$ cat src/rtl/tw_reg_pkg.sv
package tw_reg_pkg;
  typedef enum logic [2:0] {
    ST_IDLE,
    ST_DEV,
    ST_DEV_ACK,
    ST_B1,
    ST_B1_ACK,
    ST_B2,
    ST_B2_ACK
  } tw_state_e;
endpackage

$ cat src/rtl/tw_sync.sv
module tw_sync #(
  parameter int STAGES = 2,
  parameter int WIDTH  = 2
) (
  input  logic             clk_i,
  input  logic             rst_ni,
  input  logic [WIDTH-1:0] d_i,
  output logic [WIDTH-1:0] q_o
);
  logic [WIDTH-1:0] stg [STAGES];

  always_ff @(posedge clk_i or negedge rst_ni) begin
    if (!rst_ni) begin
      for (int i = 0; i < STAGES; i++) stg[i] <= '1;  // idle bus is high
    end else begin
      stg[0] <= d_i;
      for (int i = 1; i < STAGES; i++) stg[i] <= stg[i-1];
    end
  end

  assign q_o = stg[STAGES-1];
endmodule

$ cat src/rtl/tw_cond_detect.sv
module tw_cond_detect (
  input  logic clk_i,
  input  logic rst_ni,
  input  logic scl_s_i,
  input  logic sda_s_i,
  output logic scl_rise_o,
  output logic scl_fall_o,
  output logic start_o,
  output logic stop_o
);
  logic scl_q, sda_q;

  always_ff @(posedge clk_i or negedge rst_ni) begin
    if (!rst_ni) begin
      scl_q <= 1'b1;
      sda_q <= 1'b1;
    end else begin
      scl_q <= scl_s_i;
      sda_q <= sda_s_i;
    end
  end

  assign scl_rise_o = scl_s_i & ~scl_q;
  assign scl_fall_o = ~scl_s_i & scl_q;
  // data edge with clock held high on both samples
  assign start_o    = scl_s_i & scl_q & sda_q & ~sda_s_i;
  assign stop_o     = scl_s_i & scl_q & ~sda_q & sda_s_i;
endmodule

$ cat src/rtl/tw_rx_fsm.sv
module tw_rx_fsm
  import tw_reg_pkg::*;
#(
  parameter int         ADDR_W   = 7,
  parameter int         DATA_W   = 9,
  parameter logic [6:0] DEV_ADDR = 7'b0011010
) (
  input  logic              clk_i,
  input  logic              rst_ni,
  input  logic              sda_i,
  input  logic              scl_rise_i,
  input  logic              scl_fall_i,
  input  logic              start_i,
  input  logic              stop_i,
  output logic              sda_oe_o,
  output logic              wr_valid_o,
  output logic [ADDR_W-1:0] wr_addr_o,
  output logic [DATA_W-1:0] wr_data_o,
  output tw_state_e         state_o
);
  localparam int BYTE_W = 8;
  localparam int CNT_W  = $clog2(BYTE_W + 1);
  localparam int HI_W   = BYTE_W - ADDR_W;  // data bits carried in byte 1
  localparam logic [CNT_W-1:0] CNT_FULL = CNT_W'(BYTE_W);
  localparam logic [BYTE_W-1:0] DEV_WR = {DEV_ADDR, 1'b0};

  tw_state_e         st;
  logic [CNT_W-1:0]  cnt;
  logic [BYTE_W-1:0] shreg;
  logic [BYTE_W-1:0] hi_byte;
  logic              ack_hi;

  always_ff @(posedge clk_i or negedge rst_ni) begin
    if (!rst_ni) begin
      st         <= ST_IDLE;
      cnt        <= '0;
      shreg      <= '0;
      hi_byte    <= '0;
      ack_hi     <= 1'b0;
      sda_oe_o   <= 1'b0;
      wr_valid_o <= 1'b0;
      wr_addr_o  <= '0;
      wr_data_o  <= '0;
    end else begin
      wr_valid_o <= 1'b0;
      if (start_i) begin
        // start begins a transfer only from idle; elsewhere it aborts
        st       <= (st == ST_IDLE) ? ST_DEV : ST_IDLE;
        cnt      <= '0;
        ack_hi   <= 1'b0;
        sda_oe_o <= 1'b0;
      end else if (stop_i) begin
        st       <= ST_IDLE;
        ack_hi   <= 1'b0;
        sda_oe_o <= 1'b0;
      end else begin
        case (st)
          ST_DEV, ST_B1, ST_B2: begin
            if (scl_rise_i && cnt != CNT_FULL) begin
              shreg <= {shreg[BYTE_W-2:0], sda_i};
              cnt   <= cnt + 1'b1;
            end else if (scl_fall_i && cnt == CNT_FULL) begin
              cnt    <= '0;
              ack_hi <= 1'b0;
              case (st)
                ST_DEV: begin
                  if (shreg == DEV_WR) begin
                    sda_oe_o <= 1'b1;
                    st       <= ST_DEV_ACK;
                  end else begin
                    st <= ST_IDLE;
                  end
                end
                ST_B1: begin
                  hi_byte  <= shreg;
                  sda_oe_o <= 1'b1;
                  st       <= ST_B1_ACK;
                end
                default: begin
                  sda_oe_o <= 1'b1;
                  st       <= ST_B2_ACK;
                end
              endcase
            end
          end
          ST_DEV_ACK, ST_B1_ACK, ST_B2_ACK: begin
            if (scl_rise_i) begin
              ack_hi <= 1'b1;
            end else if (scl_fall_i && ack_hi) begin
              ack_hi   <= 1'b0;
              sda_oe_o <= 1'b0;
              case (st)
                ST_DEV_ACK: st <= ST_B1;
                ST_B1_ACK:  st <= ST_B2;
                default: begin
                  st         <= ST_IDLE;
                  wr_valid_o <= 1'b1;
                  wr_addr_o  <= hi_byte[BYTE_W-1 -: ADDR_W];
                  wr_data_o  <= {hi_byte[HI_W-1:0], shreg};
                end
              endcase
            end
          end
          default: ;
        endcase
      end
    end
  end

  assign state_o = st;
endmodule

$ cat src/rtl/tw_reg_slave.sv
module tw_reg_slave
  import tw_reg_pkg::*;
#(
  parameter int         ADDR_W      = 7,
  parameter int         DATA_W      = 9,
  parameter logic [6:0] DEV_ADDR    = 7'b0011010,
  parameter int         SYNC_STAGES = 2
) (
  input  logic              clk_i,
  input  logic              rst_ni,
  input  logic              scl_i,
  input  logic              sda_i,
  output logic              sda_oe_o,
  output logic              wr_valid_o,
  output logic [ADDR_W-1:0] wr_addr_o,
  output logic [DATA_W-1:0] wr_data_o
);
  logic [1:0] line_s;
  logic       scl_rise, scl_fall, start_det, stop_det;
  tw_state_e  st;

  tw_sync #(.STAGES(SYNC_STAGES), .WIDTH(2)) u_sync (
    .clk_i  (clk_i),
    .rst_ni (rst_ni),
    .d_i    ({scl_i, sda_i}),
    .q_o    (line_s)
  );

  tw_cond_detect u_cond (
    .clk_i      (clk_i),
    .rst_ni     (rst_ni),
    .scl_s_i    (line_s[1]),
    .sda_s_i    (line_s[0]),
    .scl_rise_o (scl_rise),
    .scl_fall_o (scl_fall),
    .start_o    (start_det),
    .stop_o     (stop_det)
  );

  tw_rx_fsm #(.ADDR_W(ADDR_W), .DATA_W(DATA_W), .DEV_ADDR(DEV_ADDR)) u_fsm (
    .clk_i      (clk_i),
    .rst_ni     (rst_ni),
    .sda_i      (line_s[0]),
    .scl_rise_i (scl_rise),
    .scl_fall_i (scl_fall),
    .start_i    (start_det),
    .stop_i     (stop_det),
    .sda_oe_o   (sda_oe_o),
    .wr_valid_o (wr_valid_o),
    .wr_addr_o  (wr_addr_o),
    .wr_data_o  (wr_data_o),
    .state_o    (st)
  );
endmodule

$ cat config.mk
export PLATFORM = sky130hd
export DESIGN_NAME = tw_reg_slave
export DESIGN_NICKNAME = d
export VERILOG_FILES = /design/src/rtl/tw_reg_pkg.sv /design/src/rtl/tw_sync.sv /design/src/rtl/tw_cond_detect.sv /design/src/rtl/tw_rx_fsm.sv /design/src/rtl/tw_reg_slave.sv
export SDC_FILE = /design/constraint.sdc
export NUM_CORES = 1
export LEC_CHECK = 0
export BUFFER_PORTS_ARGS = -buffer_cell sky130_fd_sc_hd__buf_2
export CAP_MARGIN = 10
export CORE_MARGIN = 2
export CORE_UTILIZATION = 45
export CTS_CLUSTER_SIZE = 24
export DETAILED_ROUTE_END_ITERATION = 12
export PLACE_DENSITY = 0.72
export SLEW_MARGIN = 20
export SYNTH_ARGS = -nofsm -noshare
export SYNTH_HDL_FRONTEND = slang
export SYNTH_SLANG_ARGS = --single-unit
$ cat constraint.sdc
create_clock -name clk_i -period 1.9 [get_ports clk_i]
set_clock_uncertainty 0.15 [all_clocks]
set_input_delay 0.19 -clock clk_i [delete_from_list [all_inputs] [get_ports clk_i]]
set_output_delay 0.19 -clock clk_i [all_outputs]
set_load 0.02 [all_outputs]
==> metrics.csv, run 1 <==
metric,value,unit
outcome,"complete, no violations",
worst_setup_path_start_kind,flip-flop,
drt_iter0_markers,83,
num-nets-final,191,
io_buffer_count,21,
synthFlopType,dfrtp_1,
r2r_start,u_fsm.cnt[0]$_DFFE_PN0P_,
synth_edf_count,0,
synth_nets,155,
syn_to_final_growth,16.6,%
tightest_slew,0.544,ns
synth_cells,149,
std_cell_rows,24,
antenna_found_initial,0,
synthArstFlopShare,100,%
dr.pass1.iters,4,
syn_avg_cell_area,13.8,um2
crit_arrival,1.85,ns
critPathKind,reg2reg,
synth_area_leaders,"dfrtp_1 51%, mux2_2 18%, dfstp_2 7.7%, nand3_1 1.7%, nand2_1 1.3%",
final_max_slew_viol_count,0,
ant_nets,0,
chipHeight,71.6,um
peakVddDrop,0.614,mV
setup_viol,0,
hp-class,reg2reg,
synth_top_cell_by_area,dfrtp_1,
vias,1304,
antenna_cells,0,
ys_seq_area_share,58.8,%
synth-seq-cells,48,
totalWireLength,3650,um
netlist.area_leader.share,51.1,%
route.detailed.drc,0,
worstPathMaxFanout,8,
core,4380,um2
path_cells,"inv_1, ha_1, and3b_2, nand4_1, buf_4, mux2_2",
overflow,0,
grt_pass1_wl,6310,um
numCtsBuffers,5,
vias_per_cell,5.48,
synth_warnings,0,
gr-usage-all-layers,16.3,%
hpwl,2510,um
root_buffer,clkbuf_8,
place.gp.congestion,0.817,
hold_viol,0,
grt_pass1_vias,1337,
die-area,5130,um2
layout-drive-gt1-share,45.2,%
cts_max_level,2,
die_w,71.6,um
post-route-util,54.7,%
power.static_leakage,0.00125,uW
tritoncts,yes,
grt_start_max_net_pins,27,
synth_area,2060,um2
clk_pin_slew,0.08,ns
hold_start,u_sync.stg[2]$_DFF_PN1_,
whs_endpoint,u_sync.q_o[0]$_DFF_PN1_,
period_share,95.2,%
powerDensity,763,nW/um2
maxCapViolCount,0,
clk_path_buf_depth,2,
critPathSlowestCell,dfrtp_1,
cts_sinks,48,
rsz0062_at_grt,false,
tns,0,ns
initial_core_util,46.9,%
yosysUniqueCellTypes,43,
rr_worst_depth,6,
detail_route.wl_per_cell,15.3,um
fmax,553,MHz
rrSetupSlack,0.09,ns
layout_min_cycle_time,1.81,ns
worstReg2RegEnd,u_fsm.hi_byte[5]$_DFFE_PN0P_,
relSlewSlack,63.7,%
crit_path_max_incr_delay,0.43,ns
worstPathRequired,1.94,ns
whs_path_depth,0,
pin_count,22,
clkLatencyLatePin,0.30,ns
endpoint_kind,flip-flop,
==> flip-flops by register name, summed over array words and instances (netlist names), 2 cells and up <==
register,count
u_fsm.cnt,4
u_sync.q_o,2
u_fsm.wr_data_o,9
u_sync.stg,2
u_fsm.wr_addr_o,7
u_fsm.shreg,8
u_fsm.hi_byte,8
u_fsm.state_o,3
==> where the power goes <==
| part | internal (uW) | total, uW | switching [uW] |
|---|---|---|---|
| sequential | 1050 | 1080 | 26.6 |
| clock | 296 | 626 | 331 |
| combinational | 59.9 | 123 | 63.2 |
| total | 1410 | 1830 | 420 |
==> placed cells by master (no fill, tap or decap), drive strengths merged, types with 2 or more instances in the layout <==
cell         netlist  layout
dlygate4sd3        0       3
a21oi              3       3
clkbuf             1       7
dfstp              6       6
buf                3      30
and3               3       3
nor2b              3       3
nand3              8       8
nand2b             2       2
inv                6       6
nor2               5       5
nand2              7       7
ha                 2       2
mux2              32      32
xor2               2       2
dfrtp             42      42
mux2i              2       2
==> synth_stat cells, types with 2 or more instances <==
master and n:
dfstp_2 6, buf_6 2, nor2_1 5, inv_1 6, xor2_1 2, a21oi_1 3
mux2i_1 2, nand3_1 7, mux2_2 32, nand2_1 7, nand2b_1 2, nor2b_1 2
dfrtp_1 42, ha_1 2
==> repair_timing <==
action,CTS,global route
endpoints found under the setup margin,0,2
resized for setup,0,1
buffers inserted,0,0
hold buffers,3,0
endpoints found under the hold margin,18,0
==> critical path: cells and delay by family (launching register included) <==
kind	cells	cell delay [ns]
adder cells (fa/ha/maj)	1	0.20
AND/OR/NAND/NOR	2	0.32
flip-flops	1	0.43
buffers and inverters	2	0.24
multiplexers	1	0.35
==> per-layer routing <==
layer  vias to the layer above  wire [um]  part of all wire, %  global-route usage [%]
li1                        598          -                    -                       -
met1                       666       1590                   44                    20.3
met2                        26       1820                   50                    25.2
met3                        14        128                  3.5                    5.06
met4                         0        100                  2.7                    9.01
met5                         -          0                    0                       0
==> stage by stage <==
stage	std cells	hold WS [ns]	cell area (um2)	total power (uW)	setup WS, ns
floorplan	149	-0.256	2060	1150	0.168
global placement	227	0.0448	2260	1210	0.150
detailed placement	227	0.0567	2260	1220	0.0958
CTS	238	0.214	2390	1850	0.0687
global route	238	0.218	2400	1910	0.00831
finish	238	0.212	2400	1830	0.0905
==> logic make-up after synthesis <==
family / Yosys count / share of synthesized area (%)
compound gates: 17 / 6.45
xor+xnor: 2 / 0.852
fa+ha+maj: 2 / 1.22
buf+inv: 10 / 3.10
flops: 48 / 58.8
mux: 34 / 18.5
simple gates: 36 / 11.1
==> layout make-up <==
| class | instances | area (um2) |
|---|---|---|
| multi-input combinational | 91 | 791 |
| inverter | 6 | 22.5 |
| clock buffer | 7 | 86.3 |
| sequential | 48 | 1210 |
| timing repair buffer | 33 | 215 |
| tap | 52 | 65.1 |
| fill | 368 | 1990 |
| clock inverter | 1 | 7.51 |
==> worst max-delay path by stage <==
stage,end,start
global route,u_fsm.state_o[2]$_DFFE_PN0P_,u_fsm.cnt[0]$_DFFE_PN0P_
floorplan,u_fsm.hi_byte[0]$_DFFE_PN0P_,u_fsm.cnt[0]$_DFFE_PN0P_
finish,u_fsm.hi_byte[5]$_DFFE_PN0P_,u_fsm.cnt[0]$_DFFE_PN0P_
detailed placement,u_fsm.state_o[2]$_DFFE_PN0P_,u_fsm.cnt[0]$_DFFE_PN0P_
global placement,u_fsm.hi_byte[1]$_DFFE_PN0P_,u_fsm.cnt[0]$_DFFE_PN0P_
CTS,u_fsm.state_o[2]$_DFFE_PN0P_,u_fsm.cnt[0]$_DFFE_PN0P_
(Power assumes the default switching activity.)
==> inputs of run 2 (changes only) <==
- PLACE_DENSITY: 0.72 -> 0.74
- clock period: 1.9 -> 1.5 ns (I/O delays scaled with it)
==> metrics.csv, run 2 (same netlist as run 1, synthesis figures left out) <==
metric,value,unit,change
hp-class,in2async,,
rrSetupSlack,-0.27,ns,-0.36 ns
endpoint_kind,flip-flop,,
drt_iter0_markers,51,,-39%
io_buffer_count,21,,unchanged
hold_viol,0,,unchanged
layout_min_cycle_time,1.77,ns,-0.0444 ns
power_frac_comb,10.7,%,+4.0 points
overflow,0,,unchanged
vias,1482,,+14%
worstPathRequired,1.60,ns,-0.34 ns
gr-usage-all-layers,20.0,%,+3.7 points
vias_per_cell,5.35,,-2.4%
crit_path_max_incr_delay,0.54,ns,+0.11 ns
antenna_cells,0,,unchanged
root_buffer,clkbuf_8,,
dp_cells,248,,+9.3%
clk_path_buf_depth,2,,unchanged
grt_pass1_wl,7710,um,+22%
fmax,567,MHz,+2.5%
cts_max_level,2,,unchanged
worstPathMaxFanout,2,,-6
p_sw_share,23.0,%,+0.039 points
dr.pass1.iters,4,,unchanged
rsz0062_at_grt,true,,
post_dp_cell_area,2440,um2,+7.8%
grt_pass1_vias,1573,,+18%
hpwl,2820,um,+12%
largest_reg_flops,9,,unchanged
outcome,finished with violations,,
layout-drive-gt1-share,62.2,%,+17 points
path_cells,"or4b_4, or3_4, a31oi_4, o21a_1",,
tightest_slew,0.491,ns,-0.0530 ns
critPathKind,reg2reg,,
detail_route.wl_per_cell,16.5,um,+8.0%
chipHeight,71.6,um,unchanged
initial_core_util,46.9,%,unchanged
fin_area,2940,um2,+23%
post-place-ws,-0.245,ns,-0.341 ns
ant_nets,0,,unchanged
numCtsBuffers,5,,unchanged
power.static_leakage,0.00152,uW,+22%
period_share,118,%,+22 points
std_cell_rows,24,,unchanged
relSlewSlack,67.3,%,+3.5 points
power_frac_seq,52.4,%,-6.6 points
worst_setup_path_start_kind,flip-flop,,
powerDensity,878,nW/um2,+15%
violations,negative setup slack,,
route.detailed.drc,0,,unchanged
place.gp.congestion,0.828,,+1.3%
syn_to_final_growth,43.1,%,
antenna_found_initial,0,,unchanged
r2r_start,u_fsm.shreg[1]$_DFFE_PN0P_,,
critPathSlowestCell,or4b_4,,
clkLatencyLatePin,0.31,ns,about the same
clk_pin_slew,0.09,ns,about the same
num-fill-cells,297,,-19%
p_switching,595,uW,+42%
maxCapViolCount,0,,unchanged
tritoncts,yes,,
final_cells,277,,+16%
pin_count,22,,unchanged
core,4380,um2,unchanged
final_common_cell,dfrtp_1,,
die_w,71.6,um,unchanged
layout_setup_ws,-0.265,ns,-0.356 ns
power,2580,uW,+41%
regMostFlops,u_fsm.wr_data_o,,
top_regs,"u_fsm.wr_data_o (9), u_fsm.hi_byte (8), u_fsm.shreg (8)",,
clockPowerShare,36.9,%,+2.6 points
p_int,1990,uW,+41%
cts_sinks,48,,unchanged
final_cell_mix,"42 x dfrtp_1, 31 x buf_4, 22 x mux2_2",,
rr_worst_depth,4,,-2
die-area,5130,um2,unchanged
peakVddDrop,0.734,mV,+20%
grt_start_max_net_pins,29,,+7.4%
crit_arrival,1.86,ns,about the same
worstReg2RegEnd,u_fsm.sda_oe_o$_DFFE_PN0P_,,
final_max_slew_viol_count,0,,unchanged
totalWireLength,4580,um,+26%
num-nets-final,230,,+20%
setup_viol,40,,+40
hold_ws,0.183,ns,-0.0298 ns
run 2: changes by cell type in the layout (fill, tap and decap cells not counted), moves of 4 or more:
| cell | delta |
|---|---|
| mux2_4 | +10 |
| mux2_2 | -10 |
| nand3_4 | +4 |
| buf_6 | +12 |
| buf_4 | +23 |
run 2: metrics by stage:
stage | utilization, % | setup TNS (ns)
finish | 67.1 | -7.31
global route | 67.1 | -9.73
CTS | 65.3 | -6.82
detailed placement | 55.7 | -7.80
global placement | 55.7 | -5.89
floorplan | - | -5.31
run 2: how the worst max path moves through the flow:
stage,end,from,cells after the start
6_report,u_fsm.sda_oe_o$_DFFE_PN0P_,u_fsm.shreg[1]$_DFFE_PN0P_,4
5_1_grt,u_fsm.sda_oe_o$_DFFE_PN0P_,u_fsm.shreg[0]$_DFFE_PN0P_,4
3_5_place_dp,u_fsm.sda_oe_o$_DFFE_PN0P_,u_fsm.shreg[1]$_DFFE_PN0P_,4
2_1_floorplan,u_fsm.wr_addr_o[0]$_DFFE_PN0P_,u_cond.scl_q$_DFF_PN1_,5
3_3_place_gp,u_fsm.sda_oe_o$_DFFE_PN0P_,u_fsm.shreg[0]$_DFFE_PN0P_,4
4_1_cts,u_fsm.sda_oe_o$_DFFE_PN0P_,u_fsm.shreg[1]$_DFFE_PN0P_,4
run 2: final cells by class:
type                            count  area (um2)  share of cell area, %
Sequential cell                    48        1210                   41.1
Multi-Input combinational cell     93         972                   33.0
Timing Repair Buffer               70         558                   19.0
Clock buffer                        5        68.8                   2.34
Tap cell                           52        65.1                   2.21
Clock inverter                      3        46.3                   1.57
Inverter                            6        22.5                  0.766
run 2: worst max-delay path: cells and delay by family (launching register included):
family | cells | cell delay [ns]
AO/OA/AOI/OAI | 2 | 0.28
AND/OR/NAND/NOR | 2 | 0.90
flip-flops | 1 | 0.38
run 2: what timing repair did:
action | in CTS | in global routing
endpoints found under the setup margin | 41 | 41
pin swaps | 12 | 3
cloned | 3 | 0
hold buffers | 3 | 0
setup buffers | 10 | 6
hold endpoints to repair | 17 | 0
gates resized for setup | 40 | 10
run 2: metal layers:
metal | wire (um) | track usage, % | vias up
li1 | - | - | 688
met3 | 111 | 3.94 | 8
met5 | 0 | 0 | -
met2 | 2480 | 36.0 | 18
met4 | 91 | 8.18 | 0
met1 | 1900 | 23.2 | 768
run 2: power groups by stage:
stage               clock, uW  combinational [uW]  sequential, uW
floorplan                   0                67.0            1390
global placement            0                 178            1380
detailed placement          0                 193            1380
CTS                       976                 249            1350
global route             1010                 306            1360
finish                    954                 276            1350
==> inputs of run 3 (changes only) <==
- CORE_ASPECT_RATIO: unset -> 1.4
- GPL_TIMING_DRIVEN: unset -> 0
- clock period: 1.5 -> 1.4 ns (I/O delays scaled with it)
==> metrics.csv, run 3 (same netlist as run 1, synthesis figures left out) <==
metric,value,unit,change
outcome,finished with violations,,
violations,negative setup slack,,
final_cell_mix,"40 x dfrtp_1, 29 x mux2_2, 20 x buf_2",,
rr_worst_depth,5,,+1
tritoncts,yes,,
tightest_slew,0.579,ns,+0.0881 ns
num-nets-final,216,,-6.1%
setup_viol,42,,+5.0%
ant_nets,0,,unchanged
hpwl,2660,um,-5.4%
die_w,61.1,um,-15%
io_buffer_count,21,,unchanged
rrSetupSlack,-0.45,ns,-0.18 ns
hold_start,u_sync.stg[3]$_DFF_PN1_,,
vias_per_cell,5.28,,-1.3%
place.gp.congestion,0.805,,-2.7%
worstPathMaxFanout,3,,+1
r2r_start,u_cond.scl_q$_DFF_PN1_,,
whs_endpoint,u_sync.q_o[1]$_DFF_PN1_,,
powerDensity,976,nW/um2,+11%
detail_route.wl_per_cell,17.4,um,+5.3%
overflow,0,,unchanged
final_max_slew_viol_count,0,,unchanged
largest_reg_flops,9,,unchanged
grt_start_max_net_pins,49,,+69%
top_regs,"u_fsm.wr_data_o (9), u_fsm.hi_byte (8), u_fsm.shreg (8)",,
crit_arrival,1.89,ns,+0.03 ns
die-area,5130,um2,+0.15%
cts_max_level,2,,unchanged
initial_core_util,46.1,%,-0.83 points
power.static_leakage,0.00144,uW,-5.2%
grt_pass1_wl,7870,um,+2.0%
layout_setup_ws,-0.446,ns,-0.180 ns
period_share,132,%,+14 points
regMostFlops,u_fsm.wr_data_o,,
drt_iter0_markers,41,,-20%
std_cell_rows,29,,+21%
route.detailed.drc,0,,unchanged
layout_min_cycle_time,1.85,ns,+0.0804 ns
num-fill-cells,324,,+9.1%
antenna_found_initial,0,,unchanged
relSlewSlack,61.4,%,-5.9 points
root_buffer,clkbuf_8,,
power,2770,uW,+7.1%
clk_path_buf_depth,2,,unchanged
layout-drive-gt1-share,62.1,%,-0.14 points
hp-class,reg2reg,,
final_common_cell,dfrtp_1,,
gr-usage-all-layers,21.1,%,+1.2 points
cts_sinks,48,,unchanged
chipHeight,84.0,um,+17%
antenna_cells,0,,unchanged
dr.pass1.iters,4,,unchanged
clkLatencyLatePin,0.30,ns,about the same
post-route-util,63.6,%,-3.5 points
critPathKind,reg2reg,,
worstReg2RegEnd,u_fsm.state_o[2]$_DFFE_PN0P_,,
worst_setup_path_start_kind,flip-flop,,
clk_pin_slew,0.09,ns,about the same
core,4460,um2,+1.8%
fmax,542,MHz,-4.4%
worstPathRequired,1.45,ns,-0.15 ns
grt_pass1_vias,1597,,+1.5%
totalWireLength,4760,um,+3.8%
peakVddDrop,0.948,mV,+29%
vias,1442,,-2.7%
pin_count,22,,unchanged
whs_path_depth,0,,
hold_viol,0,,unchanged
syn_to_final_growth,38.0,%,
rsz0062_at_grt,true,,
numCtsBuffers,5,,unchanged
endpoint_kind,flip-flop,,
maxCapViolCount,0,,unchanged
run 3: worst max-delay path by stage:
stage | start | to | slack [ns] | depth (start not counted)
after floorplan | u_cond.scl_q$_DFF_PN1_ | u_fsm.wr_addr_o[0]$_DFFE_PN0P_ | -0.30 | 5
after global placement | u_fsm.cnt[0]$_DFFE_PN0P_ | u_fsm.hi_byte[0]$_DFFE_PN0P_ | -0.51 | 5
after detailed placement | u_fsm.cnt[0]$_DFFE_PN0P_ | u_fsm.hi_byte[3]$_DFFE_PN0P_ | -0.58 | 5
after CTS | u_fsm.shreg[0]$_DFFE_PN0P_ | u_fsm.sda_oe_o$_DFFE_PN0P_ | -0.38 | 4
after global routing | u_cond.scl_q$_DFF_PN1_ | u_fsm.state_o[2]$_DFFE_PN0P_ | -0.53 | 5
final | u_cond.scl_q$_DFF_PN1_ | u_fsm.state_o[2]$_DFFE_PN0P_ | -0.45 | 5
run 3: layer usage:
layer | global-route usage (%) | wire length (um) | vias to the layer above
met1 | 24.0 | 1750 | 729
li1 | - | - | 656
met5 | 0 | 0 | -
met2 | 35.7 | 2670 | 44
met4 | 11.5 | 167 | 0
met3 | 3.88 | 165 | 13
run 3: repair_timing:
item | 4_1_cts | 5_1_grt
setup endpoints to repair | 42 | 42
buffers inserted | 29 | 3
resized for setup | 45 | 4
hold buffers | 2 | 1
endpoints found under the hold margin | 44 | 42
pin swaps | 9 | 4
run 3: metrics by stage:
stage / setup WS, ns / instance area (um2) / hold slack (ns) / instances / setup TNS, ns
6_report: -0.446 / 2840 / 0.213 / 273 / -12.81
5_1_grt: -0.534 / 2840 / 0.219 / 273 / -14.46
2_1_floorplan: -0.302 / 2060 / -0.306 / 149 / -9.24
4_1_cts: -0.384 / 2790 / -0.116 / 270 / -11.05
3_3_place_gp: -0.508 / 2250 / 0.0956 / 232 / -14.97
3_5_place_dp: -0.577 / 2250 / 0.0961 / 232 / -16.62
run 3: where the power goes:
group          switching (uW)  total [uW]  internal [uW]
logic                     130         265            134
clock network             455        1040            584
registers                35.3        1460           1430
total                     621        2770           2150
run 3: final cells by class:
| cell class | instances | area [um2] | share of cell area [%] |
|---|---|---|---|
| Clock inverter | 2 | 38.8 | 1.37 |
| Buffer | 4 | 51.3 | 1.81 |
| Timing Repair Buffer | 54 | 417 | 14.7 |
| Multi-Input combinational cell | 91 | 936 | 33.0 |
| Tap cell | 62 | 77.6 | 2.73 |
| Sequential cell | 48 | 1210 | 42.7 |
| Clock buffer | 6 | 82.6 | 2.91 |
| Inverter | 6 | 22.5 | 0.794 |
run 3: critical path, stage by stage, from the launching register on:
cell and delay (ns):
dfstp_2 0.58, buf_6 0.10, or4bb_1 0.42, o32ai_2 0.16, a21oi_1 0.11, a311oi_1 0.24
